## src/rtl/tdmrx_pkg.sv

```systemverilog
`timescale 1ns/1ps
package tdmrx_pkg;

    // Whether the receiver is inside a frame or waiting for the next sync.
    typedef enum logic {
        FR_OUT = 1'b0,
        FR_IN  = 1'b1
    } frame_state_e;

    // Counter width able to index n positions (at least one bit).
    function automatic int cnt_w(input int n);
        return (n > 1) ? $clog2(n) : 1;
    endfunction

endpackage

```

## src/rtl/tdmrx_framer.sv

```systemverilog
`timescale 1ns/1ps
module tdmrx_framer
    import tdmrx_pkg::*;
#(
    parameter int NSLOTS = 7,
    parameter int WORD_W = 14,
    localparam int SLOT_W = cnt_w(NSLOTS),
    localparam int BIT_W  = cnt_w(WORD_W)
) (
    input  logic              clk,
    input  logic              rst,
    input  logic              bit_en,
    input  logic              fsync,
    output logic [SLOT_W-1:0] cur_slot,
    output logic              word_done
);
    localparam logic [BIT_W-1:0]  LAST_BIT  = BIT_W'(WORD_W - 1);
    localparam logic [SLOT_W-1:0] LAST_SLOT = SLOT_W'(NSLOTS - 1);

    frame_state_e      state_q;
    logic [SLOT_W-1:0] slot_q;
    logic [BIT_W-1:0]  bit_q;
    logic [BIT_W-1:0]  cur_bit;
    logic              in_frame;
    logic              last_bit;

    // Frame sync overrides the running position: this strobe is slot 0, bit 0.
    always_comb begin
        in_frame  = fsync || (state_q == FR_IN);
        cur_slot  = fsync ? '0 : slot_q;
        cur_bit   = fsync ? '0 : bit_q;
        last_bit  = (cur_bit == LAST_BIT);
        word_done = bit_en && in_frame && last_bit;
    end

    always_ff @(posedge clk) begin
        if (rst) begin
            state_q <= FR_OUT;
            slot_q  <= '0;
            bit_q   <= '0;
        end else if (bit_en && in_frame) begin
            if (last_bit) begin
                bit_q <= '0;
                if (cur_slot == LAST_SLOT) begin
                    state_q <= FR_OUT;
                    slot_q  <= '0;
                end else begin
                    state_q <= FR_IN;
                    slot_q  <= cur_slot + 1'b1;
                end
            end else begin
                state_q <= FR_IN;
                slot_q  <= cur_slot;
                bit_q   <= cur_bit + 1'b1;
            end
        end
    end

    // a sync strobe places the receiver at slot 0, second bit.
    if (WORD_W > 1) begin : g_sync_chk
        a_r2_fsync_restart: assert property (@(posedge clk) disable iff (rst)
            (bit_en && fsync) |=> (state_q == FR_IN && slot_q == '0 && bit_q == BIT_W'(1)))
            else $error("R2: frame sync did not restart position");
    end

    // the last bit of the last slot leaves the frame.
    a_r9_frame_end: assert property (@(posedge clk) disable iff (rst)
        (bit_en && !fsync && state_q == FR_IN && slot_q == LAST_SLOT && bit_q == LAST_BIT)
        |=> (state_q == FR_OUT))
        else $error("R9: frame did not end after last slot");

    // bit position never reaches the word width.
    a_r3_bit_range: assert property (@(posedge clk) disable iff (rst)
        bit_q <= LAST_BIT)
        else $error("R3: bit position out of range");

    // idle cycles leave the position alone.
    a_r10_pos_hold: assert property (@(posedge clk) disable iff (rst)
        !bit_en |=> ($stable(bit_q) && $stable(slot_q) && $stable(state_q)))
        else $error("R10: position moved without a bit strobe");

endmodule

```

## src/rtl/tdmrx_shifter.sv

```systemverilog
`timescale 1ns/1ps
module tdmrx_shifter #(
    parameter int WORD_W = 14
) (
    input  logic              clk,
    input  logic              rst,
    input  logic              bit_en,
    input  logic              din,
    output logic [WORD_W-1:0] word_next
);
    // Only WORD_W-1 earlier bits are kept; the current bit completes the word.
    logic [WORD_W-2:0] sh_q;

    assign word_next = {sh_q, din};

    always_ff @(posedge clk) begin
        if (rst) begin
            sh_q <= '0;
        end else if (bit_en) begin
            sh_q <= word_next[WORD_W-2:0];
        end
    end

    // no strobe, no shift.
    a_r10_shift_hold: assert property (@(posedge clk) disable iff (rst)
        !bit_en |=> $stable(sh_q))
        else $error("R10: shift register moved without a bit strobe");

endmodule

```

## src/rtl/tdmrx_hold.sv

```systemverilog
`timescale 1ns/1ps
module tdmrx_hold
    import tdmrx_pkg::*;
#(
    parameter int NSLOTS = 7,
    parameter int WORD_W = 14,
    localparam int SLOT_W = cnt_w(NSLOTS)
) (
    input  logic              clk,
    input  logic              rst,
    input  logic              word_done,
    input  logic [SLOT_W-1:0] cur_slot,
    input  logic [WORD_W-1:0] word_next,
    input  logic [NSLOTS-1:0] slot_mask,
    input  logic [WORD_W-1:0] keyword,
    input  logic              rd_en,
    output logic [WORD_W-1:0] rx_word,
    output logic [SLOT_W-1:0] rx_slot,
    output logic              rx_valid,
    output logic              rx_ovf
);
    typedef struct packed {
        logic [WORD_W-1:0] word;
        logic [SLOT_W-1:0] slot;
        logic              valid;
        logic              ovf;
    } hold_t;

    hold_t h_q;
    logic  slot_on;
    logic  is_idle;
    logic  accept;

    always_comb begin
        slot_on = slot_mask[cur_slot];
        is_idle = (word_next == keyword);
        accept  = word_done && slot_on && !is_idle;
    end

    always_ff @(posedge clk) begin
        if (rst) begin
            h_q <= '0;
        end else if (accept) begin
            h_q.word  <= word_next;
            h_q.slot  <= cur_slot;
            h_q.valid <= 1'b1;
            h_q.ovf   <= h_q.valid && !rd_en;
        end else if (rd_en) begin
            h_q.valid <= 1'b0;
            h_q.ovf   <= 1'b0;
        end
    end

    assign rx_word  = h_q.word;
    assign rx_slot  = h_q.slot;
    assign rx_valid = h_q.valid;
    assign rx_ovf   = h_q.ovf;

    // an idle word touches neither data nor flags.
    a_r5_keyword_drop: assert property (@(posedge clk) disable iff (rst)
        (word_done && (word_next == keyword) && !rd_en)
        |=> ($stable(h_q.word) && $stable(h_q.valid) && $stable(h_q.ovf)))
        else $error("R5: keyword word changed the holding register");

    // a word ending in a disabled slot is discarded.
    a_r4_masked_slot: assert property (@(posedge clk) disable iff (rst)
        (word_done && !slot_mask[cur_slot] && !rd_en)
        |=> ($stable(h_q.word) && $stable(h_q.slot) && $stable(h_q.valid)))
        else $error("R4: disabled slot reached the holding register");

    // a read with nothing arriving empties the register.
    a_r8_read_clears: assert property (@(posedge clk) disable iff (rst)
        (rd_en && !word_done) |=> (!h_q.valid && !h_q.ovf))
        else $error("R8: read did not clear valid and overflow");

    // overflow can only rise while an unread word is held.
    a_r7_ovf_source: assert property (@(posedge clk) disable iff (rst)
        $rose(h_q.ovf) |-> $past(h_q.valid))
        else $error("R7: overflow without an unread word");

endmodule

```

## src/rtl/tdm_kw_rx.sv

```systemverilog
`timescale 1ns/1ps
module tdm_kw_rx
    import tdmrx_pkg::*;
#(
    parameter int NSLOTS = 7,
    parameter int WORD_W = 14,
    localparam int SLOT_W = cnt_w(NSLOTS)
) (
    input  logic              clk,
    input  logic              rst,
    input  logic              bit_en,
    input  logic              fsync,
    input  logic              rx_data,
    input  logic [NSLOTS-1:0] slot_mask,
    input  logic [WORD_W-1:0] keyword,
    input  logic              rd_en,
    output logic [WORD_W-1:0] rx_word,
    output logic [SLOT_W-1:0] rx_slot,
    output logic              rx_valid,
    output logic              rx_ovf,
    output logic              rx_irq
);
    logic [SLOT_W-1:0] cur_slot;
    logic              word_done;
    logic [WORD_W-1:0] word_next;

    tdmrx_framer #(.NSLOTS(NSLOTS), .WORD_W(WORD_W)) u_framer (
        .clk       (clk),
        .rst       (rst),
        .bit_en    (bit_en),
        .fsync     (fsync),
        .cur_slot  (cur_slot),
        .word_done (word_done)
    );

    tdmrx_shifter #(.WORD_W(WORD_W)) u_shifter (
        .clk       (clk),
        .rst       (rst),
        .bit_en    (bit_en),
        .din       (rx_data),
        .word_next (word_next)
    );

    tdmrx_hold #(.NSLOTS(NSLOTS), .WORD_W(WORD_W)) u_hold (
        .clk       (clk),
        .rst       (rst),
        .word_done (word_done),
        .cur_slot  (cur_slot),
        .word_next (word_next),
        .slot_mask (slot_mask),
        .keyword   (keyword),
        .rd_en     (rd_en),
        .rx_word   (rx_word),
        .rx_slot   (rx_slot),
        .rx_valid  (rx_valid),
        .rx_ovf    (rx_ovf)
    );

    // The interrupt is a level that follows an unread word.
    assign rx_irq = rx_valid;

    // an accepted word shows up with its interrupt in the next cycle.
    a_r6_irq_follows: assert property (@(posedge clk) disable iff (rst)
        (word_done && slot_mask[cur_slot] && (word_next != keyword))
        |=> (rx_irq && rx_word == $past(word_next) && rx_slot == $past(cur_slot)))
        else $error("R6: accepted word not presented with interrupt");

endmodule

```

## config.mk

```make
export PLATFORM = sky130hd
export DESIGN_NAME = tdm_kw_rx
export DESIGN_NICKNAME = d
export VERILOG_FILES = /design/src/rtl/tdmrx_pkg.sv /design/src/rtl/tdmrx_framer.sv /design/src/rtl/tdmrx_shifter.sv /design/src/rtl/tdmrx_hold.sv /design/src/rtl/tdm_kw_rx.sv
export SDC_FILE = /design/constraint.sdc
export NUM_CORES = 1
export LEC_CHECK = 0
export BUFFER_PORTS_ARGS = -buffer_cell sky130_fd_sc_hd__buf_2
export CAP_MARGIN = 20
export CORE_UTILIZATION = 25
export CTS_CLUSTER_SIZE = 8
export DETAILED_ROUTE_END_ITERATION = 12
export PLACE_DENSITY_LB_ADDON = 0.25
export SYNTH_ARGS = -nofsm -noshare
export SYNTH_HDL_FRONTEND = slang
export SYNTH_SLANG_ARGS = --single-unit
```

## constraint.sdc

```tcl
create_clock -name clk -period 4.09 [get_ports clk]
set_input_delay 0.818 -clock clk [delete_from_list [all_inputs] [get_ports clk]]
set_output_delay 0.818 -clock clk [all_outputs]
set_load 0.1 [all_outputs]
```

[Word-level counts from Yosys, hierarchy flattened]
Index checks and enable logic that the tools add are counted.
Word-level totals
  register bits after elaboration: 40
  logic and storage cells: 34
Operators by class
  add/subtract/negate cells: 2
  equal/unequal tests: 3
  reductions and logical operators: 9
  muxes and demuxes: 11
  magnitude comparators: 1
Operators by type and width (count)
  $eq A14 B14 Y1: 1
  $mux W3: 3
  $mux W4: 2
  $logic_and A1 B1 Y1: 5
  $add A4 B1 Y4 const B: 1
  $eq A4 B4 Y1 const B: 1
  $lt A3 B4 Y1 const B: 1
  $mux W2: 2
  $add A3 B1 Y3 const B: 1
  $bmux W1 S3: 1
  $eq A3 B3 Y1 const B: 1
  $mux W1: 3
  $logic_not A1 Y1: 2
  $reduce_bool A2 Y1: 1
  $logic_or A1 B1 Y1: 1

[Longest topological paths before layout]
  depth after elaboration: 6
  gate-level depth with buffers: 8

[Modules after synthesis]
A second synthesis with hierarchy kept.
Second synthesis, totals
  cell total of the unflattened synthesis: 206
  area, all modules: 2009.4 µm²
By module, submodules not included
  tdmrx_hold: cells each 106, times used 1, area each 1056.0 µm²
  tdmrx_shifter: cells each 43, times used 1, area each 481.7 µm²
  tdmrx_framer: cells each 56, times used 1, area each 464.2 µm²
  tdm_kw_rx: cells each 1, times used 1, area each 7.5 µm²

[Worst setup path after synthesis]
OpenSTA, ideal clock, no wires.
  kind: flip-flop to output port
  start: register u_hold.h_q (netlist bit u_hold.rx_valid)
  end: output rx_valid
  required time: 3.272 ns
  setup slack: 1.905 ns
  stages on the path, launching flop included: 2
  path buffers: 1
  data arrival time: 1.367 ns
  cells stage by stage: dfxtp_1 -> buf_4
RTL lines
  start: declaration: RTL line tdmrx_hold.sv:29  | hold_t h_q;
  end: declaration: RTL line tdm_kw_rx.sv:19  | output logic rx_valid,
No word-level cell between the ends.

[Worst setup path in the final report]
  start: input fsync
  end: register u_hold.h_q (netlist bit u_hold.rx_slot[0])
On the way
  cells in the longest elaborated chain, start to end: 5
  elaborated cells on any way between the ends: 10
RTL lines
  start: declaration: RTL line tdm_kw_rx.sv:12  | input logic fsync,
  $mux W3 (tied with other cells): RTL line tdmrx_framer.sv:30  | cur_slot = fsync ? '0 : slot_q;
  $bmux W1 S3 (tied with other cells): RTL line tdmrx_hold.sv:35  | slot_on = slot_mask[cur_slot];
  $mux W1 (not written as such) or $logic_and A1 B1 Y1 (tied branches): RTL line tdmrx_hold.sv:35, tdmrx_framer.sv:33
  $logic_and A1 B1 Y1 (2 in a row): RTL line tdmrx_hold.sv:37  | accept = word_done && slot_on && !is_idle;
Several ways; a longest one is shown, not always the timed one. The select of a mux whose other input is x is not followed.
A chain may end at the register's enable or synchronous reset.

==> summary.txt <==
Power and ir drop
  • Maximum VDD drop: ~180 uV
  • PD cells: 333.7 mW/mm^2
  • Pwr Total: 0.0007870 W
  • Static Leak: 0.8728 nW

Timing
  • Period utilization: 52.10%
  • Crit path time final: 2.131 ns
  • Worst rel slew slack: 44.25%
  • Clk_skew: roughly 0.011 ns
  • Final-report max-slew violation count: 0
  • Setup TNS Final: 0 ns
  • Setup violators final: 0
  • Slew @ Worst Pin: 0.8362 ns
  • Max Fclk: 469.3 MHz
  • Final Hold Fails: 0
  • RSZ-0062 raised after global routing: no

Setup path
  • CP arrival: between 2 and 2.5 ns
  • CP max FO: 19
  • Critical path class: in2reg
  • Worst path required time: 4.31 ns
  • Crit end category: flop
  • Worst R2R Path Depth: 6
  • Startpoint Class: primary input

Routing
  • Via density: 4.345
  • DR iter-0 viols: 84
  • Post-route ant nets: 0
  • DRC violations left: 0
  • Router iterations before antenna repair: 4
  • DRT Wirelength: 4328 um
  • Vias: roughly 1500
  • WL per Instance: 12.44 um

Clock tree
  • Clock tree buffer depth: 2
  • CTS HTree Levels: 2
  • Cts bufs inserted: 5
  • CTS Hold Buffers Added: 0
  • CTS tree: done
  • Total setup buffers inserted after CTS: 0
  • CTS root buffer: clkbuf_8
  • # clock sinks: 40
  • Post-cts sizing count: 0
  • Clock-pin slew on the worst setup and hold paths: 0.07 ns
  • Clk_lat worst skew: around 0.30 ns

GRT
  • Grt peak-use layer: met2
  • Met1 Usage GRT: 14.49%
  • First-pass GRT wire length: 7272 um
  • Overall Global Routing Usage: 11.26%
  • Met3 Use GR: under 10%
  • Vias in the first global route: 1467
  • Initial antenna violation count: 0
  • Largest net degree at the start of global routing: 57
  • GR Overflow Total: 0
  • Grt met2 use: approximately 18%

Synthesis
  • Synth top area cells: dfxtp_1, mux2i_1, nand2b_1
  • Post-synthesis sequential area ratio: 40.74%
  • Post-Syn Nets: 236
  • Post-synth EDFFs: 0
  • Netlist Area Pre-Place: 0.001966 mm^2
  • Area leader, netlist: dfxtp_1
  • Most frequent cell after synthesis: dfxtp_1
  • Synthesized instance count: about 210
  • Post-synth top cells: dfxtp_1, mux2i_1, nand2b_1, nor2_1, xnor2_1
  • Average size of a mapped cell: between 9 and 10 um^2
  • Share of flip-flops with an asynchronous set or reset: 0%
  • Top cell type's share of synthesized area: 40.74%
  • Synth warn: 0
  • Main synth FF type: dfxtp_1
  • #FFs+latches synth: 40
  • Netlist cell types: 36

Floorplanning
  • Die ar.: 0.008221 mm^2
  • I/O pin count: between 40 and 50
  • Num rows: 31
  • Starting Density: 26.53%
  • Placeable Area: about 0.0074 mm^2
  • Chip height: 90.67 um
  • Die Wd: 90.67 um

Final layout
  • Nets@finish: roughly 280
  • Layout Utilization: a little under a third
  • Antenna fix cells: 0
  • Post-route insts no fill: 348
  • Share of cells above drive strength 1: 24.50%
  • Filler Cell Count: 792
  • Synth-to-layout area growth: 19.99%

Min path
  • Hold Path Depth: 2
  • Hold crit path type: reg2reg

Placed design
  • Placed cells: 340
  • PortBufs: 46
  • Placer Congestion: around 0.70
  • Hpwl dp: 3083 um

Job
  • Maxcap violations: 0

Run status
  • Status: complete, no violations
## power by group
group          leakage [nW]  internal (W)  switching (W)
logic                 0.492     0.0000278      0.0000297
registers             0.323      0.000392     0.00000489
clock network        0.0583      0.000184       0.000149
total                 0.873      0.000604       0.000183
## metal layers
metal	share of wire, %	vias up
met2	46	29
met1	48	689
met4	1.9	0
li1	-	788
met5	0	-
met3	3.8	6
## cells by family after synthesis
| logic type | share of synthesized area, % |
|---|---|
| mux | 16.30 |
| flops | 40.74 |
| compound gates | 8.274 |
| buf+inv | 5.028 |
| simple gates | 23.43 |
| xor+xnor | 6.238 |
## worst max-delay path: stages
cell and delay, ns:
buf_2 0.18, nor4b_4 0.40, nand4_2 0.21, nor3_4 0.20, buf_4 0.32, mux2i_1 0.22
## layout make-up
cell class | count | area [um^2] | area share (%)
Timing Repair Buffer | 47 | 237.7 | 10.08
Multi-Input combinational cell | 152 | 1072 | 45.46
Tap cell | 99 | 123.9 | 5.252
Clock inverter | 3 | 47.55 | 2.016
Inverter | 2 | 7.507 | 0.3183
Sequential cell | 40 | 800.8 | 33.95
Clock buffer | 5 | 68.82 | 2.918
## state kept, by name, indices dropped and copies added, names as in the netlist
register,cells
u_hold.rx_slot,3
u_framer.slot_q,3
u_hold.rx_ovf,1
u_framer.bit_q,4
u_shifter.sh_q,13
u_hold.rx_word,14
u_framer.state_q,1
u_hold.rx_valid,1
## layout by cell type, fill, tap and decap left out
| cell | n |
|---|---|
| a211oi_1 | 2 |
| a21oi_1 | 9 |
| a311oi_1 | 1 |
| a31oi_1 | 2 |
| and3_1 | 1 |
| and4_1 | 1 |
| buf_2 | 46 |
| buf_4 | 1 |
| bufinv_16 | 1 |
| clkbuf_8 | 5 |
| clkinv_4 | 2 |
| dfxtp_1 | 40 |
| inv_1 | 2 |
| mux2i_1 | 32 |
| nand2_1 | 7 |
| nand2_2 | 1 |
| nand2b_1 | 32 |
| nand3_1 | 2 |
| nand3b_1 | 1 |
| nand4_1 | 3 |
| nand4_2 | 1 |
| nand4b_1 | 1 |
| nor2_1 | 22 |
| nor2b_1 | 1 |
| nor3_1 | 4 |
| nor3_4 | 1 |
| nor4_2 | 1 |
| nor4b_4 | 1 |
| o2111ai_1 | 1 |
| o211ai_1 | 2 |
| o21a_1 | 2 |
| o21ai_0 | 5 |
| o21ba_2 | 1 |
| o21bai_1 | 1 |
| xnor2_1 | 14 |
## worst paths after layout
| path | startpoint | slack [ns] | end |
|---|---|---|---|
| worst min register to register | u_hold.rx_ovf | 0.46 | u_hold.rx_ovf |
| worst max-delay path | fsync | 1.96 | u_hold.rx_slot[0] |
| worst min-delay path | u_hold.rx_ovf | 0.46 | u_hold.rx_ovf |
| worst max register to register | u_framer.bit_q[0] | 2.11 | u_hold.rx_slot[0] |
## per-stage QoR
stage          hold slack [ns]  area [um^2]  setup slack, ns
2_1_floorplan           0.4767         1966            1.905
3_3_place_gp            0.4606         2242            1.629
3_5_place_dp            0.4505         2242            1.640
4_1_cts                 0.4629         2359            1.950
5_1_grt                 0.4808         2359            1.811
6_report                0.4558         2359            1.959
No activity file was read; power rests on OpenSTA's default activity.
